## config.mk

```make
export PLATFORM = sky130hd
export DESIGN_NAME = glitch_filter_tick
export DESIGN_NICKNAME = d
export VERILOG_FILES = /design/src/rtl/glitch_flt_pkg.sv /design/src/rtl/glitch_flt_sync.sv /design/src/rtl/glitch_flt_tickgen.sv /design/src/rtl/glitch_flt_core.sv /design/src/rtl/glitch_filter_tick.sv
export SDC_FILE = /design/constraint.sdc
export NUM_CORES = 1
export LEC_CHECK = 0
export ABC_AREA = 1
export CELL_PAD_IN_SITES_DETAIL_PLACEMENT = 1
export CELL_PAD_IN_SITES_GLOBAL_PLACEMENT = 1
export CORE_ASPECT_RATIO = 0.75
export CORE_UTILIZATION = 31
export CTS_CLUSTER_DIAMETER = 150
export DETAILED_ROUTE_END_ITERATION = 6
export GPL_ROUTABILITY_DRIVEN = 1
export PLACE_DENSITY = 0.63
export SYNTH_ARGS = -nofsm -noshare
export SYNTH_HDL_FRONTEND = slang
export SYNTH_SLANG_ARGS = --single-unit
```

## constraint.sdc

```tcl
create_clock -name clk -period 1.86 [get_ports clk]
set_input_delay 0.372 -clock clk [delete_from_list [all_inputs] [get_ports clk]]
set_output_delay 0.372 -clock clk [all_outputs]
set_load 0.005 [all_outputs]
```

## src/rtl/glitch_flt_pkg.sv

```systemverilog
package glitch_flt_pkg;

    localparam int DLY_W     = 3;
    localparam int SEL_W     = 2;
    localparam int FILT_MULT = 3;
    localparam int CNT_W     = DLY_W + 2;

    typedef enum logic [SEL_W-1:0] {
        TB_BASE  = 2'd0,
        TB_1US   = 2'd1,
        TB_10US  = 2'd2,
        TB_100US = 2'd3
    } timebase_e;

    typedef struct packed {
        logic             lvl;
        logic [CNT_W-1:0] cnt;
        logic             rise;
        logic             fall;
    } flt_state_t;

endpackage

```

## src/rtl/glitch_flt_sync.sv

```systemverilog
module glitch_flt_sync #(
    parameter int   STAGES    = 2,
    parameter logic RESET_VAL = 1'b1
) (
    input  logic clk,
    input  logic rst_n,
    input  logic clr,
    input  logic din,
    output logic dout
);

    logic [STAGES-1:0] chain_d, chain_q;

    always_comb begin
        if (clr) begin
            chain_d = {STAGES{RESET_VAL}};
        end else begin
            chain_d = {chain_q[STAGES-2:0], din};
        end
    end

    always_ff @(posedge clk or negedge rst_n) begin
        if (!rst_n) begin
            chain_q <= {STAGES{RESET_VAL}};
        end else begin
            chain_q <= chain_d;
        end
    end

    assign dout = chain_q[STAGES-1];

endmodule

```

## src/rtl/glitch_flt_tickgen.sv

```systemverilog
module glitch_flt_tickgen #(
    parameter int BASE_DIV  = 3,
    parameter int US_DIV    = 24,
    parameter int DECADES   = 2,
    parameter int DEC_RATIO = 10
) (
    input  logic                 clk,
    input  logic                 rst_n,
    input  logic                 clr,
    output logic [DECADES+1:0]   ticks
);

    localparam int BASE_W = $clog2(BASE_DIV + 1);
    localparam int US_W   = $clog2(US_DIV + 1);
    localparam int DEC_W  = $clog2(DEC_RATIO + 1);

    logic [BASE_W-1:0] base_d, base_q;
    logic [US_W-1:0]   us_d, us_q;

    // fast timebase and microsecond timebase run side by side from the clock
    always_comb begin
        if (clr || base_q == BASE_W'(BASE_DIV - 1)) begin
            base_d = '0;
        end else begin
            base_d = base_q + 1'b1;
        end
        if (clr || us_q == US_W'(US_DIV - 1)) begin
            us_d = '0;
        end else begin
            us_d = us_q + 1'b1;
        end
    end

    always_ff @(posedge clk or negedge rst_n) begin
        if (!rst_n) begin
            base_q <= '0;
            us_q   <= '0;
        end else begin
            base_q <= base_d;
            us_q   <= us_d;
        end
    end

    assign ticks[0] = !clr && (base_q == BASE_W'(BASE_DIV - 1));
    assign ticks[1] = !clr && (us_q == US_W'(US_DIV - 1));

    // each decade stage divides the strobe of the stage below by DEC_RATIO
    for (genvar g = 0; g < DECADES; g++) begin : g_decade
        logic [DEC_W-1:0] dcnt_d, dcnt_q;

        always_comb begin
            dcnt_d = dcnt_q;
            if (clr) begin
                dcnt_d = '0;
            end else if (ticks[g+1]) begin
                if (dcnt_q == DEC_W'(DEC_RATIO - 1)) begin
                    dcnt_d = '0;
                end else begin
                    dcnt_d = dcnt_q + 1'b1;
                end
            end
        end

        always_ff @(posedge clk or negedge rst_n) begin
            if (!rst_n) begin
                dcnt_q <= '0;
            end else begin
                dcnt_q <= dcnt_d;
            end
        end

        assign ticks[g+2] = ticks[g+1] && (dcnt_q == DEC_W'(DEC_RATIO - 1));
    end

endmodule

```

## src/rtl/glitch_flt_core.sv

```systemverilog
module glitch_flt_core
    import glitch_flt_pkg::*;
#(
    parameter int NUM_TICKS = 4
) (
    input  logic                 clk,
    input  logic                 rst_n,
    input  logic                 soft_rst,
    input  logic                 enable,
    input  logic [SEL_W-1:0]     tick_sel,
    input  logic [DLY_W-1:0]     delay,
    input  logic [NUM_TICKS-1:0] ticks,
    input  logic                 sync_lvl,
    output logic                 lvl,
    output logic                 rise,
    output logic                 fall
);

    localparam logic [CNT_W-1:0] MULT_C = CNT_W'(FILT_MULT);

    flt_state_t st_d, st_q;
    logic             tick;
    logic [CNT_W-1:0] thr;
    logic             accept;

    assign tick = ticks[tick_sel];
    assign thr  = CNT_W'(delay) * MULT_C;

    always_comb begin
        st_d      = st_q;
        st_d.rise = 1'b0;
        st_d.fall = 1'b0;
        accept    = 1'b0;
        if (soft_rst) begin
            st_d.lvl = 1'b1;
            st_d.cnt = '0;
        end else if (!enable) begin
            st_d.cnt = '0;
        end else if (sync_lvl == st_q.lvl) begin
            // input returned to the filtered level: restart the window
            st_d.cnt = '0;
        end else if (delay == '0) begin
            accept = 1'b1;
        end else if (tick) begin
            if (st_q.cnt == thr - 1'b1) begin
                accept = 1'b1;
            end else begin
                st_d.cnt = st_q.cnt + 1'b1;
            end
        end
        if (accept) begin
            st_d.lvl  = sync_lvl;
            st_d.cnt  = '0;
            st_d.rise = sync_lvl;
            st_d.fall = !sync_lvl;
        end
    end

    always_ff @(posedge clk or negedge rst_n) begin
        if (!rst_n) begin
            st_q <= '{lvl: 1'b1, cnt: '0, rise: 1'b0, fall: 1'b0};
        end else begin
            st_q <= st_d;
        end
    end

    assign lvl  = st_q.lvl;
    assign rise = st_q.rise;
    assign fall = st_q.fall;

endmodule

```

## src/rtl/glitch_filter_tick.sv

```systemverilog
module glitch_filter_tick
    import glitch_flt_pkg::*;
#(
    parameter int BASE_DIV    = 3,
    parameter int US_DIV      = 24,
    parameter int DECADES     = 2,
    parameter int SYNC_STAGES = 2
) (
    input  logic             clk,
    input  logic             rst_n,
    input  logic             soft_rst,
    input  logic             enable,
    input  logic [SEL_W-1:0] tick_sel,
    input  logic [DLY_W-1:0] delay,
    input  logic             line_raw,
    output logic             line_flt,
    output logic             rise_pulse,
    output logic             fall_pulse
);

    localparam int NUM_TICKS = DECADES + 2;

    logic                 sync_lvl;
    logic [NUM_TICKS-1:0] ticks;

    glitch_flt_sync #(
        .STAGES    (SYNC_STAGES),
        .RESET_VAL (1'b1)
    ) u_sync (
        .clk   (clk),
        .rst_n (rst_n),
        .clr   (soft_rst),
        .din   (line_raw),
        .dout  (sync_lvl)
    );

    glitch_flt_tickgen #(
        .BASE_DIV  (BASE_DIV),
        .US_DIV    (US_DIV),
        .DECADES   (DECADES),
        .DEC_RATIO (10)
    ) u_tick (
        .clk   (clk),
        .rst_n (rst_n),
        .clr   (soft_rst),
        .ticks (ticks)
    );

    glitch_flt_core #(
        .NUM_TICKS (NUM_TICKS)
    ) u_core (
        .clk      (clk),
        .rst_n    (rst_n),
        .soft_rst (soft_rst),
        .enable   (enable),
        .tick_sel (tick_sel),
        .delay    (delay),
        .ticks    (ticks),
        .sync_lvl (sync_lvl),
        .lvl      (line_flt),
        .rise     (rise_pulse),
        .fall     (fall_pulse)
    );

endmodule

```

==> After elaboration in Yosys (flattened, before gate mapping) <==
Cells that the tools add are included.
{ "totals": {"output_inout_bits": 3, "regBits": 25} }
{ "op_classes": {"mux": 25, "n_addsub": 6, "multipliers": 1, "reduce_logical": 13, "n_eq_ne": 9, "n_lt_le_gt_ge": 1} }
{ "ops": {"columns": ["cell", "count"], "rows": [
  ["$mux W5", 7],
  ["$mux W4", 6],
  ["$add A5 B1 Y5 const B", 2],
  ["$ne A5 B3 Y1 const B", 2],
  ["$add A4 B1 Y4 const B", 2],
  ["$eq A4 B4 Y1 const B", 2],
  ["$mux W1", 8],
  ["$mux W8", 1],
  ["$reduce_bool A2 Y1", 3],
  ["$eq A5 B5 Y1", 1],
  ["$eq A5 B5 Y1 const B", 1],
  ["$mul A3 B2 Y5 const B", 1],
  ["$ne A5 B2 Y1 const B", 1],
  ["$sub A5 B1 Y5 const B", 1],
  ["$logic_and A1 B1 Y1", 4],
  ["$mux W2", 2],
  ["$logic_not A3 Y1", 1],
  ["$lt A2 B3 Y1 const B", 1],
  ["$reduce_and A3 Y1", 1],
  ["$add A2 B1 Y2 const B", 1],
  ["$bmux W1 S2", 1],
  ["$eq A2 B2 Y1 const B", 1],
  ["$logic_not A1 Y1", 2],
  ["$logic_or A1 B1 Y1", 2],
  ["$eq A1 B1 Y1", 1]
]} }

==> Logic depth before layout (Yosys ltp) <==
{ "depth": {"ltp_word": 13, "mapped_depth": 15, "depth_no_buf": 15} }

==> Cells and area by module <==
Synthesis repeated with hierarchy kept, for this count alone.
{ "unflattened": {"cells_unflattened": 225, "area_unflattened_um2": 1661.6} }
{ "by_module_without_submodules": {"columns": ["mod", "cells_per_inst", "n_inst", "seq_area_each_um2", "area_each_um2"], "rows": [
  ["glitch_flt_tickgen", 104, 1, 375.4, 869.6],
  ["glitch_flt_core", 114, 1, 201.4, 720.7],
  ["glitch_flt_sync", 7, 1, 52.6, 71.3]
]} }

==> Worst setup path before layout <==
Ideal clock, no wire load.
{ "synth_path": {"kind": "input port to flip-flop", "from": "input delay[0]", "to": "register u_core.st_q[2] in the netlist's numbering", "required_ns": 1.743, "cell_stages": 13, "arrival_ns": 1.821, "setup_slack_ns": -0.078, "n_path_buf": 0, "path_cell_list": "inv_2 > ha_1 > inv_1 > fa_1 > nand3_1 > nand3_1 > nand2_1 > nor2_2 > nand3_2 > nand2_4 > nand2_4 > nand3_1 > nand2_1"} }
{ "synth_between": {"elab_chain_cells": 11, "word_cells_on_any_way": 15, "cone_classes": "1 x add/sub; 1 x mul; 4 x eq/ne; 7 x mux; 2 x reduce/logical"} }
{ "synth_lines": {"columns": ["element", "line", "text"], "rows": [
  ["start, declared", "glitch_filter_tick.sv:14", "input logic [DLY_W-1:0] delay,"],
  ["$mul A3 B2 Y5", "glitch_flt_core.sv:27", "assign thr = CNT_W'(delay) * MULT_C;"],
  ["$sub A5 B1 Y5", "glitch_flt_core.sv:45", "if (st_q.cnt == thr - 1'b1) begin"],
  ["$eq A5 B5 Y1", "glitch_flt_core.sv:45", null],
  ["$mux W1", "glitch_flt_core.sv:45", null],
  ["$mux W1", "glitch_flt_core.sv:44", "end else if (tick) begin"],
  ["$mux W1", "glitch_flt_core.sv:42", "end else if (delay == '0) begin"],
  ["$mux W1", "glitch_flt_core.sv:39", "end else if (sync_lvl == st_q.lvl) begin"],
  ["$mux W1", "glitch_flt_core.sv:37", "end else if (!enable) begin"],
  ["$mux W1", "glitch_flt_core.sv:34", "if (soft_rst) begin"],
  ["$ne A5 B2 Y1 (no line) / $ne A5 B3 Y1 (equally long branches)", null, null],
  ["$reduce_and A3 Y1 (no line)", null, null],
  ["end signal, assigned", "glitch_flt_core.sv:61", "st_q <= '{lvl: 1'b1, cnt: '0, rise: 1'b0, fall: 1'b0};"],
  ["end signal, assigned", "glitch_flt_core.sv:63", "st_q <= st_d;"],
  ["end, declared", "glitch_flt_core.sv:21", "flt_state_t st_d, st_q;"]
]} }
Several ways; a longest one is shown, not always the timed one.
A chain may end at the register's enable or synchronous reset.

==> Final worst setup path <==
{ "layout_path": {"from": "input delay[0]", "to": "register u_core.st_q[5] in the netlist's numbering"} }
The elaborated chain is that of the path after synthesis.

==> results.json <==
{
  "die_width_um": 86.73,
  "grt.total_usage_pct": 16.01,
  "synth_edf_count": 0,
  "drive_above_1_share_pct": 29.66,
  "dieArea_um2": 5685,
  "viasPerCell": 4.640,
  "wire_per_inst_um": 13.55,
  "rsz0062_at_grt": "true",
  "final_nets": 259,
  "cts.htree.levels": 1,
  "vdd_ir_drop_max_uv": 265.4,
  "synth_fp_nets": 224,
  "cp.arrival_ps": 1990,
  "critPathKind": "input port to register",
  "synthFlopType": "dfrtp_1",
  "n_antenna_cell": 0,
  "hold_violations": 0,
  "clock-sinks": 25,
  "drc_errors": 0,
  "dp_hpwl_um": 3219,
  "vias": 1429,
  "worstSkewPairLatency_ps": 270,
  "io_pins": 13,
  "core_area_um2": 5037,
  "worstHoldPathCells": 1,
  "run_status": "completed",
  "ys_ff_latch": 25,
  "fin_area_um2": 2192,
  "routed_wl_um": 4173,
  "synth_cell_types": 32,
  "grt_max_degree": 26,
  "areaGrowthSynthToFinish_pct": 31.33,
  "max_freq_mhz": 549.6,
  "synth_seq_area_share_pct": 37.71,
  "yosys_warnings": 0,
  "syn_inst": 202,
  "clockRootBuffer": "clkbuf_8",
  "timing.rr.end": "u_core.st_q[5]",
  "synthTopCellsByArea": "dfrtp_1, nand2_1, nand3_1",
  "worst_slew_pin_slew_ps": 335.3,
  "clk_path_buf_depth": 2,
  "grt_overflow": 0,
  "synth_top_area_share_pct": 32.98,
  "finalCritPeriodShare_pct": 97.82,
  "power_density_nw_per_um2": 505.9,
  "min-delay-start": "u_tick.base_q[0]",
  "initial_core_util_pct": 33.13,
  "max_slew_margin_pct": 77.44,
  "syn_area_um2": 1669,
  "synthArstFlopShare_pct": 100.0,
  "cts_buffers": 3,
  "ff2ff_path_depth": 8,
  "maxSlewViolCount": 0,
  "drtIter0Drc": 62,
  "setup_viol": 0,
  "critical_path.max_fanout": 6,
  "synthTopCellsByCount": "nand2_1, nand3_1, inv_1",
  "num_rows": 22,
  "io_buffers": 12,
  "skew_ps": 3.518,
  "clk_pin_slew_ps": 80,
  "drtAntennaViolNets": 0,
  "hp-class": "register to register",
  "required_ps": 2030,
  "synth_area_per_cell_um2": 8.263,
  "first_pass_iters": 4,
  "cts_hold_buf": 0,
  "fin_crit_ps": 1820,
  "leakage_uw": 0.001008,
  "drv_cap": 0,
  "die_h_um": 65.55,
  "reg2reg_slack_ps": 100,
  "place_area_um2": 2041,
  "cp-end-kind": "register",
  "synth_top_area_cell": "dfrtp_1",
  "cts_tree": "yes",
  "startpoint_type": "input port",
  "gp_congestion": 0.7459,
  "antenna_found_initial": 0,
  "dp_slack_ps": -812.2,
  "grt_pass1_vias": 1433,
  "yosysMostFrequentCell": "nand2_1",
  "r2r-start": "u_core.lvl",
  "layout_setup_ws_ps": 40.48,
  "grt_pass1_wl_um": 6955,
  "holdWs_ps": 437.3,
  "hold_end": "u_tick.base_q[0]"
}
-- registers in the layout, summed over array words and instances, names as in the netlist --
signal	cells
u_core.fall	1
u_core.lvl	1
u_core.rise	1
u_core.st_q	5
u_sync.chain_q	2
u_tick.base_q	2
u_tick.g_decade.dcnt_q	8
u_tick.us_q	5
-- layout make-up --
cell class,count,area (um2)
Inverter,31,137.6
Multi-Input combinational cell,143,1001
Tap cell,72,90.09
Fill cell,617,2845
Clock buffer,4,45.04
Timing Repair Buffer,33,289.0
Sequential cell,25,629.4
-- worst max path at each step --
stage / cells after the start / slack [ps] / start / to
after global placement: 16 / -760 / delay[0] / u_core.st_q[4]
after floorplan: 13 / -20 / delay[0] / u_core.st_q[2]
after CTS: 15 / -90 / delay[0] / u_core.st_q[5]
after detailed placement: 16 / -810 / delay[0] / u_core.st_q[5]
after global routing: 15 / -50 / delay[0] / u_core.st_q[6]
final: 15 / 40 / delay[0] / u_core.st_q[5]
-- kinds of logic (layout without fill, tap and decap cells) --
group	after synthesis	in the layout	synth area share (%)
adder cells (fa/ha/maj)	12	12	9.445
XOR/XNOR	8	8	4.648
AND/OR/NAND/NOR	108	108	33.58
flip-flops	25	25	37.71
AO/OA/AOI/OAI	15	15	5.698
buffers and inverters	34	68	8.920
-- stage by stage --
step	total power [uW]	cells	util (%)	setup TNS (ps)
after floorplan	687.3	202	-	-95.86
after global placement	774.8	304	40.51	-5644
after detailed placement	781.1	304	40.51	-6076
after CTS	1119	309	42.82	-524.1
after global routing	1170	308	43.52	-172.7
final	1109	308	43.52	0
-- routing by layer --
layer  track usage, %  vias to the layer above  routed length [um]
met1            23.55                      698                2195
met3            3.392                        4                  93
met2            24.01                       10                1858
li1                 -                      717                   -
met4            3.125                        0                  25
met5                0                        -                   0
-- placed cells by master (no fill, tap or decap), types with 4 or more instances in the layout --
| cell | n |
|---|---|
| nand3_1 | 22 |
| dfrtp_1 | 22 |
| nor3_1 | 4 |
| nor2_1 | 11 |
| clkdlybuf4s50_1 | 9 |
| ha_1 | 7 |
| nand2_2 | 6 |
| inv_1 | 24 |
| xor2_1 | 5 |
| nand3_2 | 11 |
| buf_4 | 21 |
| a21oi_1 | 5 |
| o21ai_0 | 4 |
| nand2_1 | 37 |
-- worst max-delay path: stages --
cell and delay (ps):
buf_12 110, inv_16 40, ha_4 120, inv_2 30, fa_1 440, nand3_2 100
nand2_2 60, nand2_2 60, nand2_2 70, nor2_4 120, nand3_4 130, nand2_8 110
nand2_8 80, nand3_2 80, nand2_1 50
-- power by group --
group	leakage (uW)	total, uW	internal (uW)	switching [uW]
logic	0.000651	213	93.9	119
registers	0.000334	574	562	11.9
clock network	0.0000228	322	153	169
-- timing repair --
item,4_1_cts,5_1_grt
buffers inserted,1,0
gates cloned,0,0
setup endpoints to repair,8,8
pin swaps,12,11
gates resized for setup,23,12
(Power assumes the default switching activity.)
